[config.mk]
export PLATFORM = sky130hd
export DESIGN_NAME = disp_timing_engine
export DESIGN_NICKNAME = d
export VERILOG_FILES = /design/src/rtl/dte_pkg.sv /design/src/rtl/dte_regs.sv /design/src/rtl/dte_counters.sv /design/src/rtl/dte_outgen.sv /design/src/rtl/disp_timing_engine.sv
export SDC_FILE = /design/constraint.sdc
export NUM_CORES = 2
export LEC_CHECK = 0
export ABC_CLOCK_PERIOD_IN_PS = 3200
export BUFFER_PORTS_ARGS = -buffer_cell sky130_fd_sc_hd__buf_2
export CORE_AREA = 3 3 326 328
export DETAILED_ROUTE_END_ITERATION = 8
export DIE_AREA = 0 0 329 331
export GPL_ROUTABILITY_DRIVEN = 0
export SETUP_SLACK_MARGIN = 0.5
export SYNTH_ARGS = -nofsm -noshare
export SYNTH_HDL_FRONTEND = slang
export SYNTH_SLANG_ARGS = --single-unit
export TNS_END_PERCENT = 50
[constraint.sdc]
create_clock -name clk -period 3.2 [get_ports clk]
set_input_delay 0.64 -clock clk [delete_from_list [all_inputs] [get_ports clk]]
set_output_delay 0.64 -clock clk [all_outputs]
set_load 0.01 [all_outputs]
[src/rtl/dte_pkg.sv]
package dte_pkg;
  localparam int REG_W   = 32;
  localparam int FIELD_W = 16;
  localparam int ADDR_W  = 5;

  localparam int A_RUN     = 0;
  localparam int A_MODE    = 1;
  localparam int A_HSYNC   = 2;
  localparam int A_VPER    = 3;
  localparam int A_VPW     = 4;
  localparam int A_DISP_H  = 5;
  localparam int A_DISP_VS = 6;
  localparam int A_DISP_VE = 7;
  localparam int A_ACT_H   = 8;
  localparam int A_ACT_VS  = 9;
  localparam int A_ACT_VE  = 10;
  localparam int A_BORDER  = 11;
  localparam int A_UFLOW   = 12;
  localparam int A_POLAR   = 13;
  localparam int A_CNT_EN  = 14;
  localparam int A_FETCH   = 15;
  localparam int A_FRAMES  = 16;
  localparam int A_LINES   = 17;

  // mode[0]: active H limit (bit 29), mode[1]: active V limit (bit 30), mode[2]: fetch (bit 31)
  localparam int MODE_LSB = 29;

  typedef struct packed {
    logic [2:0]         mode;
    logic [2:0]         pol;
    logic [FIELD_W-1:0] htot;
    logic [FIELD_W-1:0] hsw;
    logic [FIELD_W-1:0] dh_end;
    logic [FIELD_W-1:0] dh_start;
    logic [FIELD_W-1:0] ah_end;
    logic [FIELD_W-1:0] ah_start;
    logic [REG_W-1:0]   vper;
    logic [REG_W-1:0]   vpw;
    logic [REG_W-1:0]   dvs;
    logic [REG_W-1:0]   dve;
    logic [REG_W-1:0]   avs;
    logic [REG_W-1:0]   ave;
    logic [REG_W-1:0]   fetch;
  } timing_t;
endpackage

[src/rtl/dte_regs.sv]
module dte_regs
  import dte_pkg::*;
#(
  parameter int CW     = 24,
  parameter int CNT_W  = 32,
  parameter int LINE_W = 16
) (
  input  logic              clk,
  input  logic              rst,
  input  logic              wr_en,
  input  logic [ADDR_W-1:0] wr_addr,
  input  logic [REG_W-1:0]  wr_data,
  input  logic [ADDR_W-1:0] rd_addr,
  output logic [REG_W-1:0]  rd_data,
  input  logic              frame_wrap,
  input  logic [CNT_W-1:0]  frame_cnt,
  input  logic [LINE_W-1:0] line_cnt,
  output logic              run,
  output logic [1:0]        cnt_en,
  output logic [CW-1:0]     border,
  output logic [CW-1:0]     uflow,
  output timing_t           act
);
  timing_t live;

  always_ff @(posedge clk) begin
    if (rst) begin
      live   <= '0;
      run    <= 1'b0;
      cnt_en <= 2'b00;
      border <= '0;
      uflow  <= '0;
    end else if (wr_en) begin
      case (wr_addr)
        ADDR_W'(A_RUN):     run <= wr_data[0];
        ADDR_W'(A_MODE):    live.mode <= wr_data[MODE_LSB +: 3];
        ADDR_W'(A_HSYNC):   begin
          live.htot <= wr_data[FIELD_W +: FIELD_W];
          live.hsw  <= wr_data[FIELD_W-1:0];
        end
        ADDR_W'(A_VPER):    live.vper <= wr_data;
        ADDR_W'(A_VPW):     live.vpw  <= wr_data;
        ADDR_W'(A_DISP_H):  begin
          live.dh_end   <= wr_data[FIELD_W +: FIELD_W];
          live.dh_start <= wr_data[FIELD_W-1:0];
        end
        ADDR_W'(A_DISP_VS): live.dvs <= wr_data;
        ADDR_W'(A_DISP_VE): live.dve <= wr_data;
        ADDR_W'(A_ACT_H):   begin
          live.ah_end   <= wr_data[FIELD_W +: FIELD_W];
          live.ah_start <= wr_data[FIELD_W-1:0];
        end
        ADDR_W'(A_ACT_VS):  live.avs <= wr_data;
        ADDR_W'(A_ACT_VE):  live.ave <= wr_data;
        ADDR_W'(A_BORDER):  border <= wr_data[CW-1:0];
        ADDR_W'(A_UFLOW):   uflow  <= wr_data[CW-1:0];
        ADDR_W'(A_POLAR):   live.pol <= wr_data[2:0];
        ADDR_W'(A_CNT_EN):  cnt_en <= wr_data[1:0];
        ADDR_W'(A_FETCH):   live.fetch <= wr_data;
        default: ;
      endcase
    end
  end

  // Shadow set: follows the live set while stopped, loads at frame wrap while running
  always_ff @(posedge clk) begin
    if (rst)                    act <= '0;
    else if (!run || frame_wrap) act <= live;
  end

  always_ff @(posedge clk) begin
    if (rst) rd_data <= '0;
    else begin
      case (rd_addr)
        ADDR_W'(A_RUN):     rd_data <= REG_W'(run);
        ADDR_W'(A_MODE):    rd_data <= {live.mode, {MODE_LSB{1'b0}}};
        ADDR_W'(A_HSYNC):   rd_data <= {live.htot, live.hsw};
        ADDR_W'(A_VPER):    rd_data <= live.vper;
        ADDR_W'(A_VPW):     rd_data <= live.vpw;
        ADDR_W'(A_DISP_H):  rd_data <= {live.dh_end, live.dh_start};
        ADDR_W'(A_DISP_VS): rd_data <= live.dvs;
        ADDR_W'(A_DISP_VE): rd_data <= live.dve;
        ADDR_W'(A_ACT_H):   rd_data <= {live.ah_end, live.ah_start};
        ADDR_W'(A_ACT_VS):  rd_data <= live.avs;
        ADDR_W'(A_ACT_VE):  rd_data <= live.ave;
        ADDR_W'(A_BORDER):  rd_data <= REG_W'(border);
        ADDR_W'(A_UFLOW):   rd_data <= REG_W'(uflow);
        ADDR_W'(A_POLAR):   rd_data <= REG_W'(live.pol);
        ADDR_W'(A_CNT_EN):  rd_data <= REG_W'(cnt_en);
        ADDR_W'(A_FETCH):   rd_data <= live.fetch;
        ADDR_W'(A_FRAMES):  rd_data <= run ? REG_W'(frame_cnt) : '0;
        ADDR_W'(A_LINES):   rd_data <= run ? REG_W'(line_cnt) : '0;
        default:            rd_data <= '0;
      endcase
    end
  end
endmodule

[src/rtl/dte_counters.sv]
module dte_counters
  import dte_pkg::*;
#(
  parameter int CNT_W  = 32,
  parameter int LINE_W = 16
) (
  input  logic               clk,
  input  logic               rst,
  input  logic               run,
  input  logic [1:0]         cnt_en,
  input  logic [FIELD_W-1:0] htot,
  input  logic [REG_W-1:0]   vper,
  output logic [FIELD_W-1:0] hpos,
  output logic [REG_W-1:0]   fpos,
  output logic [LINE_W-1:0]  line_cnt,
  output logic [CNT_W-1:0]   frame_cnt,
  output logic               wrap
);
  assign wrap = run && (fpos == vper - 1'b1);

  always_ff @(posedge clk) begin
    if (rst || !run) begin
      hpos      <= '0;
      fpos      <= '0;
      line_cnt  <= '0;
      frame_cnt <= '0;
    end else if (wrap) begin
      hpos     <= '0;
      fpos     <= '0;
      line_cnt <= '0;
      if (cnt_en[0]) frame_cnt <= frame_cnt + 1'b1;
    end else begin
      fpos <= fpos + 1'b1;
      if (hpos == htot - 1'b1) begin
        hpos <= '0;
        if (cnt_en[1]) line_cnt <= line_cnt + 1'b1;
      end else begin
        hpos <= hpos + 1'b1;
      end
    end
  end
endmodule

[src/rtl/dte_outgen.sv]
module dte_outgen
  import dte_pkg::*;
#(
  parameter int CW = 24
) (
  input  logic               clk,
  input  logic               rst,
  input  logic               run,
  input  logic [2:0]         mode,
  input  logic [2:0]         pol,
  input  logic [FIELD_W-1:0] hsw,
  input  logic [FIELD_W-1:0] dh_start,
  input  logic [FIELD_W-1:0] dh_end,
  input  logic [FIELD_W-1:0] ah_start,
  input  logic [FIELD_W-1:0] ah_end,
  input  logic [REG_W-1:0]   vpw,
  input  logic [REG_W-1:0]   dvs,
  input  logic [REG_W-1:0]   dve,
  input  logic [REG_W-1:0]   avs,
  input  logic [REG_W-1:0]   ave,
  input  logic [REG_W-1:0]   fetch_at,
  input  logic [CW-1:0]      border,
  input  logic [CW-1:0]      uflow,
  input  logic [CW-1:0]      pix_in,
  input  logic               pix_valid,
  input  logic [FIELD_W-1:0] hpos,
  input  logic [REG_W-1:0]   fpos,
  output logic               hsync_o,
  output logic               vsync_o,
  output logic               de_o,
  output logic               fetch_o,
  output logic [CW-1:0]      pixel_o
);
  logic hs_raw, vs_raw, in_disp, in_act_h, in_act_v, in_act, fetch_raw;
  logic [CW-1:0] pix_next;

  always_comb begin
    hs_raw    = run && (hpos < hsw);
    vs_raw    = run && (fpos < vpw);
    in_disp   = run && (hpos >= dh_start) && (hpos <= dh_end) &&
                (fpos >= dvs) && (fpos <= dve);
    in_act_h  = !mode[0] || ((hpos >= ah_start) && (hpos <= ah_end));
    in_act_v  = !mode[1] || ((fpos >= avs) && (fpos <= ave));
    in_act    = in_disp && in_act_h && in_act_v;
    fetch_raw = run && mode[2] && (fpos == fetch_at);
    if (!in_disp)      pix_next = '0;
    else if (!in_act)  pix_next = border;
    else if (pix_valid) pix_next = pix_in;
    else               pix_next = uflow;
  end

  always_ff @(posedge clk) begin
    if (rst) begin
      hsync_o <= 1'b0;
      vsync_o <= 1'b0;
      de_o    <= 1'b0;
      fetch_o <= 1'b0;
      pixel_o <= '0;
    end else begin
      hsync_o <= hs_raw ^ pol[0];
      vsync_o <= vs_raw ^ pol[1];
      de_o    <= in_disp ^ pol[2];
      fetch_o <= fetch_raw;
      pixel_o <= pix_next;
    end
  end
endmodule

[src/rtl/disp_timing_engine.sv]
module disp_timing_engine
  import dte_pkg::*;
#(
  parameter int CW     = 24,
  parameter int CNT_W  = 32,
  parameter int LINE_W = 16
) (
  input  logic              clk,
  input  logic              rst,
  input  logic              wr_en,
  input  logic [ADDR_W-1:0] wr_addr,
  input  logic [REG_W-1:0]  wr_data,
  input  logic [ADDR_W-1:0] rd_addr,
  output logic [REG_W-1:0]  rd_data,
  input  logic [CW-1:0]     pix_in,
  input  logic              pix_valid,
  output logic              hsync_o,
  output logic              vsync_o,
  output logic              de_o,
  output logic              fetch_o,
  output logic [CW-1:0]     pixel_o
);
  timing_t             act;
  logic                run;
  logic [1:0]          cnt_en;
  logic [CW-1:0]       border, uflow;
  logic [FIELD_W-1:0]  hpos;
  logic [REG_W-1:0]    fpos;
  logic [LINE_W-1:0]   line_cnt;
  logic [CNT_W-1:0]    frame_cnt;
  logic                wrap;

  dte_regs #(.CW(CW), .CNT_W(CNT_W), .LINE_W(LINE_W)) u_regs (
    .clk(clk), .rst(rst), .wr_en(wr_en), .wr_addr(wr_addr), .wr_data(wr_data),
    .rd_addr(rd_addr), .rd_data(rd_data), .frame_wrap(wrap),
    .frame_cnt(frame_cnt), .line_cnt(line_cnt), .run(run), .cnt_en(cnt_en),
    .border(border), .uflow(uflow), .act(act)
  );

  dte_counters #(.CNT_W(CNT_W), .LINE_W(LINE_W)) u_cnt (
    .clk(clk), .rst(rst), .run(run), .cnt_en(cnt_en), .htot(act.htot),
    .vper(act.vper), .hpos(hpos), .fpos(fpos), .line_cnt(line_cnt),
    .frame_cnt(frame_cnt), .wrap(wrap)
  );

  dte_outgen #(.CW(CW)) u_out (
    .clk(clk), .rst(rst), .run(run), .mode(act.mode), .pol(act.pol),
    .hsw(act.hsw), .dh_start(act.dh_start), .dh_end(act.dh_end),
    .ah_start(act.ah_start), .ah_end(act.ah_end), .vpw(act.vpw),
    .dvs(act.dvs), .dve(act.dve), .avs(act.avs), .ave(act.ave),
    .fetch_at(act.fetch), .border(border), .uflow(uflow), .pix_in(pix_in),
    .pix_valid(pix_valid), .hpos(hpos), .fpos(fpos), .hsync_o(hsync_o),
    .vsync_o(vsync_o), .de_o(de_o), .fetch_o(fetch_o), .pixel_o(pixel_o)
  );
endmodule

==> run_results.csv <==
group,metric,value,unit
timing,fmax,306,MHz
power,leakage,19.8,nW
timing,hold_viol,0,
timing,max_slew.worst_pin.slew,1100,ps
finish,multi_input_area,23700,sq um
worst_setup_path,ff2ff_setup_slack,-70,ps
run,drv_cap,0,
worst_setup_path,end_kind,"register",
global_routing,groute.usage.overall,29.0,%
route,postRouteAntennaNets,0,
route,vias,40400,
worst_setup_path,ff2ff_path_depth,14,
route,wl_per_cell,24.6,um
floorplanning,start_util,39.8,%
synthesis,synth_area,41200,sq um
synthesis,synth_ff_type,"dfxtp_1",
clock_network,cts_buffers,91,
synthesis,ys_ff_latch,859,
global_routing,grt_start_max_net_pins,167,
timing,finalCriticalPeriod,3270,ps
synthesis,ys_seq_area_share,41.7,%
placed_design,dpl_cell_area,44900,sq um
route,drtIter0Drc,5185,
worst_setup_path,critical_path_buf_inv_count,5,
power,cellPowerDensity,443,nW/um^2
worst_setup_path,required,3800,ps
timing,rsz0062_at_grt,"yes",
clock_network,htree_num_levels,3,
floorplanning,die-area,109000,sq um
status,status,"finished with violations",
finish,postLayoutCellArea,52200,sq um
finish,fillCellCount,9638,
hold_path,min_to,"u_regs.act[269]",
synthesis,syn_inst,5262,
floorplanning,dieWidth,329,um
synthesis,syn-num-nets,5576,
worst_setup_path,cp_cell_sequence,"or4_4, or4_4, xor2_1, a41oi_2, nor3_2, nand4_1, buf_6, o21ai_4, buf_12, buf_16, buf_12, clkbuf_16, nand2_4, a21oi_1",
finish,area_growth,26.7,%
timing,hold_ws,261,ps
global_routing,antenna_found_initial,8,
floorplanning,die_h,331,um
timing,timing.final.ws_setup,-72.2,ps
finish,drive_gt1_share,20.6,%
clock_network,ctsHoldBuffers,0,
hold_path,holdPathStages,2,
route,drc,0,
worst_setup_path,path_class,"register to register",
global_routing,overflow,0,
worst_setup_path,critPathTopFamily,"simple AND/OR/NAND/NOR gates",
floorplanning,ioPinCount,130,
timing,skew,30.5,ps
clock_network,root_buffer,"clkbuf_16",
clock_network,tritoncts,"done",
floorplanning,rows,118,
finish,fin_nets,5806,
power,ir_drop,0.000437,V
route,drtPass1Iterations,8,
worst_setup_path,r2r-end,"u_regs.act[263]",
timing,drv_slew,0,
clock_network,clk_pin_slew,60,ps
synthesis,synth_edf_count,0,
placed_design,port_buffers,129,
worst_setup_path,worst_path_max_delay_cell,"or4_4",
floorplanning,coreArea,103000,sq um
synthesis,synthArstFlopShare,0,%
worst_setup_path,crit_path_start_kind,"register",
hold_path,min-delay-start,"rst",
synthesis,avgSynthCellArea,7.83,sq um
finish,ff_latch_area,17200,sq um
clock_network,insertion_delay,680,ps
clock_network,cts_num_sinks,859,
timing,relSlewSlack,26.7,%
timing,post-route-period-util,102,%
route,routed_via_density,5.81,
clock_network,ctsLongestPathBuffers,3,
status,violations,"setup timing",
global_routing,grt_pass1_vias,36200,
worst_setup_path,reg2reg_from,"u_regs.act[216]",
placed_design,place.detailed.hpwl,114000,um
synthesis,ys_warn_count,0,
worst_setup_path,path_max_fanout,9,
route,wl,171000,um
synthesis,synth_cell_types,78,
timing,finalSetupViolations,100,
finish,post-route-util,50.5,%
worst_setup_path,worstPathArrival,3870,ps
global_routing,grt_pass1_wl,237000,um
worst_setup_path,critPathMaxStageDelay,570,ps
hold_path,hold_class,"input pin to register",
-- cell type report --
type,count,share of cell area (%)
Antenna cell,8,0.0383
Clock buffer,129,5.08
Clock inverter,34,1.04
Inverter,252,1.81
Multi-Input combinational cell,3788,45.4
Sequential cell,859,33.0
Tap cell,1380,3.31
Timing Repair Buffer,500,10.4
-- metrics by stage --
step                setup slack [ps]  power [mW]  cells  setup TNS (ps)
finish                         -72.2        23.2   6950           -1980
global route                    -141        23.7   6942          -22570
CTS                             18.7        23.1   6878               0
detailed placement              -133        11.9   6687          -18090
global placement                -109        11.9   6687          -12030
floorplan                        178        11.5   5262               0
-- worst max-delay path by stage --
| stage | start | end | slack (ps) | cells after the start |
|---|---|---|---|---|
| final | u_regs.act[216] | u_regs.act[263] | -70 | 14 |
| after global routing | u_regs.act[192] | u_regs.act[208] | -140 | 16 |
| after floorplan | u_regs.act[216] | u_regs.act[39] | 180 | 14 |
| after global placement | u_regs.act[194] | u_regs.act[227] | -110 | 11 |
| after CTS | u_regs.act[194] | u_cnt.frame_cnt[28] | 20 | 12 |
| after detailed placement | u_regs.act[216] | u_regs.act[299] | -130 | 11 |
-- layout by cell type, fill, tap and decap left out, types with 28 or more instances in the layout --
| cell | count |
|---|---|
| buf_2 | 128 |
| buf_4 | 219 |
| a21o_1 | 67 |
| nor2_1 | 163 |
| clkbuf_16 | 127 |
| inv_1 | 250 |
| and3_1 | 31 |
| a22o_1 | 28 |
| a21oi_1 | 629 |
| xnor2_1 | 70 |
| ha_1 | 242 |
| nand4_1 | 79 |
| a22oi_1 | 78 |
| a21oi_2 | 161 |
| dfxtp_1 | 849 |
| nand2_2 | 55 |
| buf_6 | 28 |
| o21ai_0 | 50 |
| xor2_1 | 88 |
| nand2_4 | 133 |
| nand2_1 | 1304 |
| mux2i_1 | 53 |
| nand3_1 | 67 |
| a221oi_1 | 46 |
| a31oi_1 | 35 |
| buf_12 | 52 |
| nand2b_1 | 41 |
-- repair_timing --
item                                   in CTS  in global routing
resized for setup                          52                601
pin swaps                                  17                236
setup endpoints to repair                 448                450
endpoints found under the hold margin       0                  0
setup buffers                              15                 17
gates cloned                               13                 47
-- power breakdown --
part	total (mW)	internal [mW]	leakage, nW	switching, mW
clock	11.4	6.75	1.55	4.63
combinational	0.966	0.280	11.4	0.686
sequential	10.8	10.7	6.93	0.0615
total	23.2	17.8	19.8	5.38
-- registers in the layout, indices dropped and copies added, names as in the netlist --
name,flops
u_regs.live,326
u_out.fetch_o,1
u_regs.act,326
u_out.pixel_o,24
u_cnt.line_cnt,16
u_regs.cnt_en,2
u_regs.uflow,24
u_cnt.frame_cnt,32
u_out.hsync_o,1
u_regs.border,24
u_regs.run,1
u_cnt.fpos,32
u_out.vsync_o,1
u_cnt.hpos,16
u_out.de_o,1
u_regs.rd_data,32
-- per-layer routing --
| layer | global-route usage [%] | part of all wire (%) | wire (um) | vias to the layer above |
|---|---|---|---|---|
| met5 | 0 | 0.0070 | 12 | - |
| met4 | 16.4 | 6.9 | 11800 | 2 |
| met3 | 5.23 | 9.3 | 15900 | 530 |
| met2 | 45.1 | 44 | 74600 | 2141 |
| met1 | 38.1 | 40 | 68900 | 19300 |
| li1 | - | - | - | 18400 |
-- Yosys cell counts (6+ instances only) --
cell	number	area share, %
nor2b_1	28	0.42
nand3_1	69	0.84
clkbuf_1	284	2.6
nand4_1	79	1.2
o21a_1	15	0.27
mux2_2	26	0.71
xnor2_1	71	1.5
xor2_1	88	1.9
a21o_1	67	1.2
a221oi_1	47	1.0
buf_8	12	0.44
dfxtp_1	859	42
o41ai_1	14	0.30
buf_1	11	0.10
or3_1	12	0.18
nand3b_1	6	0.11
o311ai_0	13	0.28
mux2i_1	55	1.3
ha_1	244	7.4
a222oi_1	18	0.44
buf_2	41	0.50
a211oi_1	12	0.22
and3_1	32	0.49
or4_1	14	0.25
buf_6	11	0.30
nand2_1	1492	14
nor4_1	41	0.62
a21oi_1	770	9.3
a21oi_2	20	0.42
o21ai_0	54	0.66
nor3_1	38	0.46
a22o_1	28	0.59
or2_2	12	0.18
a22oi_1	78	1.4
a31oi_1	36	0.55
and4_1	11	0.23
inv_1	252	2.3
and2_1	9	0.14
nor2_1	176	1.6
nand2b_1	41	0.62
o2111ai_1	7	0.15
-- worst reg2reg max path, cell delays in order, from the launching register on --
cell and delay, ps:
dfxtp_2 320, or4_4 570, or4_4 500, xor2_1 170, a41oi_2 170, nor3_2 140
nand4_1 140, buf_6 170, o21ai_4 140, buf_12 170, buf_16 210, buf_12 190
clkbuf_16 160, nand2_4 50, a21oi_1 120
-- kinds of logic (layout without fill, tap and decap cells) --
logic type               Yosys count  after routing  synth area share [%]
AND/OR/NAND/NOR                 2078           2078                  21.3
AO/OA/AOI/OAI                   1226           1226                  17.8
flip-flops                       859            859                  41.7
buffers and inverters            615            915                  6.29
adder cells (fa/ha/maj)          244            244                  7.41
XOR/XNOR                         159            159                  3.38
multiplexers                      81             81                  2.05
other                              0              8                     0
Note: power is estimated with default switching activity, not from simulation.
